`src/rtl/wrr2_pkg.sv`:
```
package wrr2_pkg;

    // Ratio codes; the encoding is the configuration interface
    typedef enum logic [1:0] {
        RATIO_4   = 2'b00,
        RATIO_8   = 2'b01,
        RATIO_16  = 2'b10,
        STRICT_HI = 2'b11
    } ratio_e;

    localparam ratio_e RESET_RATIO = RATIO_16;
    localparam int     BASE_WEIGHT = 4;
    localparam int     MAX_WEIGHT  = BASE_WEIGHT * 4;
    localparam int     CNT_W       = $clog2(MAX_WEIGHT + 1);

    typedef logic [CNT_W-1:0] cnt_t;

    typedef struct packed {
        logic hi;
        logic lo;
    } pick_t;

    // Urgent frames allowed per bulk frame; zero for strict mode
    function automatic cnt_t weight_of(input ratio_e r);
        case (r)
            RATIO_4:  weight_of = cnt_t'(BASE_WEIGHT);
            RATIO_8:  weight_of = cnt_t'(BASE_WEIGHT * 2);
            RATIO_16: weight_of = cnt_t'(BASE_WEIGHT * 4);
            default:  weight_of = '0;
        endcase
    endfunction

endpackage

```
`src/rtl/wrr2_cfg.sv`:
```
module wrr2_cfg
    import wrr2_pkg::*;
(
    input  logic       clk,
    input  logic       rst,
    input  logic       cfg_load,
    input  logic [1:0] cfg_code,
    output ratio_e     ratio,
    output logic       changed
);
    ratio_e ratio_q;

    assign changed = cfg_load && (cfg_code != ratio_q);
    assign ratio   = ratio_q;

    always_ff @(posedge clk) begin
        if (rst)
            ratio_q <= RESET_RATIO;
        else if (cfg_load)
            ratio_q <= ratio_e'(cfg_code);
    end
endmodule

```
`src/rtl/wrr2_pick.sv`:
```
module wrr2_pick
    import wrr2_pkg::*;
(
    input  ratio_e ratio,
    input  cnt_t   cnt,
    input  logic   hi_ready,
    input  logic   lo_ready,
    output pick_t  pick
);
    always_comb begin
        pick = '0;
        if (ratio == STRICT_HI) begin
            pick.hi = hi_ready;
            pick.lo = !hi_ready && lo_ready;
        end else if (hi_ready && lo_ready) begin
            pick.hi = (cnt < weight_of(ratio));
            pick.lo = !(cnt < weight_of(ratio));
        end else begin
            pick.hi = hi_ready;
            pick.lo = lo_ready;
        end
    end
endmodule

```
`src/rtl/wrr2_credit.sv`:
```
module wrr2_credit
    import wrr2_pkg::*;
(
    input  logic   clk,
    input  logic   rst,
    input  logic   clear,
    input  ratio_e ratio,
    input  logic   take_hi,
    input  logic   take_lo,
    output cnt_t   cnt
);
    cnt_t cnt_q;

    assign cnt = cnt_q;

    always_ff @(posedge clk) begin
        if (rst || clear)
            cnt_q <= '0;
        else if (take_lo)
            cnt_q <= '0;
        else if (take_hi && ratio != STRICT_HI && cnt_q < weight_of(ratio))
            cnt_q <= cnt_q + cnt_t'(1);
    end
endmodule

```
`src/rtl/wrr2_sched.sv`:
```
module wrr2_sched
    import wrr2_pkg::*;
(
    input  logic       clk,
    input  logic       rst,
    input  logic       cfg_load,
    input  logic [1:0] cfg_code,
    input  logic       hi_ready,
    input  logic       lo_ready,
    input  logic       frame_done,
    output logic       grant_hi,
    output logic       grant_lo,
    output logic       busy
);
    ratio_e ratio_q;
    logic   code_changed;
    cnt_t   credit_cnt;
    pick_t  pick;
    logic   decide;
    logic   busy_q;
    pick_t  grant_q;

    wrr2_cfg u_cfg (
        .clk      (clk),
        .rst      (rst),
        .cfg_load (cfg_load),
        .cfg_code (cfg_code),
        .ratio    (ratio_q),
        .changed  (code_changed)
    );

    wrr2_pick u_pick (
        .ratio    (ratio_q),
        .cnt      (credit_cnt),
        .hi_ready (hi_ready),
        .lo_ready (lo_ready),
        .pick     (pick)
    );

    assign decide = !busy_q && (hi_ready || lo_ready);

    wrr2_credit u_credit (
        .clk     (clk),
        .rst     (rst),
        .clear   (code_changed),
        .ratio   (ratio_q),
        .take_hi (decide && pick.hi),
        .take_lo (decide && pick.lo),
        .cnt     (credit_cnt)
    );

    always_ff @(posedge clk) begin
        if (rst) begin
            busy_q  <= 1'b0;
            grant_q <= '0;
        end else begin
            grant_q.hi <= decide && pick.hi;
            grant_q.lo <= decide && pick.lo;
            if (decide)
                busy_q <= 1'b1;
            else if (frame_done)
                busy_q <= 1'b0;
        end
    end

    assign grant_hi = grant_q.hi;
    assign grant_lo = grant_q.lo;
    assign busy     = busy_q;
endmodule

```
`config.mk`:
```
export PLATFORM = sky130hd
export DESIGN_NAME = wrr2_sched
export DESIGN_NICKNAME = d
export VERILOG_FILES = /design/src/rtl/wrr2_pkg.sv /design/src/rtl/wrr2_cfg.sv /design/src/rtl/wrr2_pick.sv /design/src/rtl/wrr2_credit.sv /design/src/rtl/wrr2_sched.sv
export SDC_FILE = /design/constraint.sdc
export NUM_CORES = 1
export LEC_CHECK = 0
export ABC_CLOCK_PERIOD_IN_PS = 2100
export BUFFER_PORTS_ARGS = -buffer_cell sky130_fd_sc_hd__buf_2
export CAP_MARGIN = 20
export CORE_AREA = 2 2 39 41
export DETAILED_ROUTE_END_ITERATION = 10
export DIE_AREA = 0 0 41 43
export GPL_TIMING_DRIVEN = 0
export SYNTH_ARGS = -nofsm -noshare
export SYNTH_HDL_FRONTEND = slang
export SYNTH_SLANG_ARGS = --single-unit
```
`constraint.sdc`:
```
create_clock -name clk -period 2.1 [get_ports clk]
set_input_delay 0.21 -clock clk [delete_from_list [all_inputs] [get_ports clk]]
set_output_delay 0.21 -clock clk [all_outputs]
set_load 0.005 [all_outputs]
```
==> reports/qor.log <==
INFO  run_status     outcome=complete, no violations
INFO  cts            cts_inserted_buffers=3
INFO  power          power.share.combinational=17.9%
INFO  yosys          yosysSeqAreaShare=37.12%
INFO  worst_setup_path endpoint_kind=register
INFO  grt            largest_net_degree_at_the_start_of_global_routing=9
INFO  layout         num-fill-cells=151
INFO  cts            tritoncts=done
INFO  worst_setup_path worst-setup-path-type=register to register
INFO  worst_setup_path cp_data_arrival_time=2.07ns
INFO  layout         multiInputGateArea=329.1squm
INFO  layout         insertedDiodeCount=0
INFO  sta            unrepaired_setup_endpoints_after_global_routing=no
INFO  min_path       hold_path_depth=2
INFO  sta            finalHoldViolCount=0
INFO  detailed_routing avgViaCountPerCell=5.151
INFO  cts            post_cts_setup_repair_buffer_count=0
INFO  detailed_routing routed_wl=925um
INFO  sta            fin_worst_skew=0.002946ns
INFO  yosys          synth_warn=0
INFO  worst_setup_path r2r_cells=7
INFO  floorplan      floorplan.die.height=43um
INFO  yosys          postSynthRegisterBits=10
INFO  floorplan      coreArea=1384squm
INFO  floorplan      design.portCount=11
INFO  detailed_routing wire_per_inst=10.76um
INFO  cts            ctsHoldBuffers=0
INFO  yosys          post-synth-top-area-cell=sky130_fd_sc_hd__dfxtp_1
INFO  yosys          synth.net_count=68
INFO  layout         finish.instance_area=645.6squm
INFO  cts            cts.path.max_buffers=2
INFO  yosys          synthTopCellsByArea=sky130_fd_sc_hd__dfxtp_1 37%, sky130_fd_sc_hd__ha_1 7.0%, sky130_fd_sc_hd__mux2i_1 5.6%
INFO  layout         layout-drive-gt1-share=27.14%
INFO  worst_setup_path path_max_fanout=8
INFO  layout         instances_no_fill=86
INFO  grt            first_global_vias=379
INFO  cts            maximum_level_of_the_cts_h_tree=1
INFO  cts            post_cts_clock_slew_at_the_launch_and_capture_registers_of_the_worst_setup_and_hold_paths=0.06ns
INFO  detailed_routing residual_drc=0
INFO  yosys          yosys_cell_types=23
INFO  floorplan      std_cell_rows=14
INFO  yosys          syn-mean-instance-area=9.461squm
INFO  sta            worst_margin_slew=0.3351ns
INFO  power          total_switching_power=105.7uW
INFO  yosys          synth_edf_count=0
INFO  layout         final-seq-area=200.2squm
INFO  yosys          synthCells=57
INFO  power          power.ir.vdd_worst=0.3500mV
INFO  worst_setup_path r2r_start=u_cfg.ratio[1]
INFO  sta            setup_viol=0
INFO  placement      gp_congestion=0.7489
INFO  yosys          post-synth-top-area-fraction=37.12%
INFO  placement      number_of_port_buffers=10
INFO  power          p_int=295.1uW
INFO  placement      dpl.hpwl=716.1um
INFO  floorplan      die_width=41um
INFO  power          power_per_cell_area=620.7nW/um^2
INFO  power          power_switching_share=26.37%
INFO  cts            clock_latency=0.25ns
INFO  min_path       worst_hold_startpoint=frame_done
INFO  sta            slew_violations=0
INFO  grt            grt_util_all_layers=13.02%
INFO  grt            number_of_antenna_violations_at_the_first_check_in_global_routing=0
INFO  worst_setup_path setup_crit_start_kind=register
INFO  sta            final_min_period_over_clock_period=92.14%
INFO  detailed_routing drt_first_iter_violations=4
INFO  sta            min_period=1.935ns
INFO  power          pwr-share-clk=31.6%
INFO  power          p_seq_share=50.6%
INFO  sta            timing.setup.tns=0ns
INFO  sta            worst_slew_margin_rel=77.42%
INFO  cts            clock_sinks=10
INFO  cts            ctsRootBufferMaster=sky130_fd_sc_hd__clkbuf_4
INFO  layout         design.final.nets=83
INFO  floorplan      die_area=1763squm
INFO  min_path       worst_min_path_class=input pin to register
INFO  run            maxCapViolCount=0
INFO  detailed_routing number_of_antenna_violating_nets_in_the_routed_design=0
INFO  yosys          synthesis.area=539.3squm
INFO  placement      place_inst=83
INFO  yosys          synth-main-ff-cell=sky130_fd_sc_hd__dfxtp_1
INFO  worst_setup_path crit_required=2.24ns
INFO  detailed_routing num_vias=443
INFO  layout         layout-area-overhead-vs-synth=19.72%
INFO  grt            grt_pass1_wl=1566um
INFO  placement      post_dp_cell_area=609.3squm
INFO  power          p_leak=0.2692nW
INFO  grt            grt.overflow.total=0
INFO  yosys          async_reset_ff_share=0%
INFO  detailed_routing drt_pass1_iterations=2
INFO  cts            cts-resized-gates=0
INFO  floorplan      initial_core_util=38.97%
INFO  sta            max_clock_freq=516.8MHz
INFO  worst_setup_path critical_path_startpoint=u_cfg.ratio[1]
-- power groups by stage --
stage | combinational (mW) | sequential [mW] | clock (mW)
after global routing | 0.0792 | 0.203 | 0.141
final | 0.0715 | 0.203 | 0.127
after detailed placement | 0.0678 | 0.206 | 0
after global placement | 0.0668 | 0.207 | 0
after floorplan | 0.0458 | 0.206 | 0
after CTS | 0.0680 | 0.202 | 0.132
-- through the flow --
step | hold WS (ns) | power [mW] | utilization (%) | setup slack [ns]
2_1_floorplan | 0.2824 | 0.2523 | - | 0.2205
3_3_place_gp | 0.4076 | 0.2733 | 44.03 | 0.09954
3_5_place_dp | 0.4143 | 0.2742 | 44.03 | 0.06191
4_1_cts | 0.1420 | 0.4021 | 45.66 | 0.05910
5_1_grt | 0.1477 | 0.4228 | 46.65 | 0.06438
6_report | 0.1441 | 0.4007 | 46.65 | 0.1651
-- cells in the final DEF (no fill, tap or decap), drive strengths merged --
| cell | n |
|---|---|
| clkbuf | 3 |
| o311ai | 2 |
| o21ai | 4 |
| nand3 | 3 |
| or2b | 1 |
| xor2 | 3 |
| nand4 | 1 |
| and3 | 1 |
| nor2 | 4 |
| a211oi | 1 |
| nor4 | 1 |
| nor3 | 1 |
| ha | 3 |
| nand2b | 1 |
| dfxtp | 10 |
| a31oi | 1 |
| mux2i | 3 |
| buf | 12 |
| a21oi | 5 |
| inv | 2 |
| nand2 | 5 |
| or3 | 3 |
-- synth_stat cells, types with 2 or more instances --
master,number
sky130_fd_sc_hd__nand3_1,3
sky130_fd_sc_hd__xor2_1,3
sky130_fd_sc_hd__inv_1,2
sky130_fd_sc_hd__o21ai_0,4
sky130_fd_sc_hd__or3_1,3
sky130_fd_sc_hd__dfxtp_1,10
sky130_fd_sc_hd__nand2_1,5
sky130_fd_sc_hd__ha_1,3
sky130_fd_sc_hd__a21oi_1,5
sky130_fd_sc_hd__mux2i_1,3
sky130_fd_sc_hd__nor2_1,4
-- cells by family (layout without fill, tap and decap cells) --
group                    after synthesis  count (layout)  share of synthesized area [%]
AND/OR/NAND/NOR                       21              21                          22.27
AO/OA/AOI/OAI                         13              13                          18.80
flip-flops                            10              10                          37.12
buffers and inverters                  4              17                          4.408
adder cells (fa/ha/maj)                3               3                          6.961
XOR/XNOR                               3               3                          4.873
multiplexers                           3               3                          5.569
-- worst paths after layout --
| path | slack (ns) | endpoint |
|---|---|---|
| worst max-delay path | 0.17 | u_credit.cnt[0] |
| worst min-delay path | 0.14 | busy |
| worst max register to register | 0.17 | u_credit.cnt[0] |
| worst min register to register | 0.50 | u_credit.cnt[4] |
-- layout make-up --
class,count,share of cell area [%]
inverter,2,1.163
tap,16,3.101
multi-input combinational,43,50.97
buffer,2,2.519
timing repair buffer,10,7.752
clock buffer,3,3.488
sequential,10,31.01
-- critical path, cell delays in order (launching register included) --
cell,delay (ns)
sky130_fd_sc_hd__dfxtp_1,0.29
sky130_fd_sc_hd__buf_2,0.17
sky130_fd_sc_hd__or2b_1,0.24
sky130_fd_sc_hd__ha_1,0.31
sky130_fd_sc_hd__o311ai_4,0.13
sky130_fd_sc_hd__and3_1,0.23
sky130_fd_sc_hd__o311ai_4,0.37
sky130_fd_sc_hd__nor2_1,0.09
-- registers in the layout (all words and copies together), names as in the netlist --
register and flops:
u_credit.cnt 5, grant_hi 1, u_cfg.ratio 2, grant_lo 1, busy 1
-- per-layer routing --
layer,track usage (%),part of all wire [%],up-vias
met3,4.712,3.4,0
met1,18.30,52,205
li1,-,-,233
met5,0,0,-
met4,6.000,0,0
met2,17.19,45,5
Note: power is estimated with default switching activity, not from simulation.
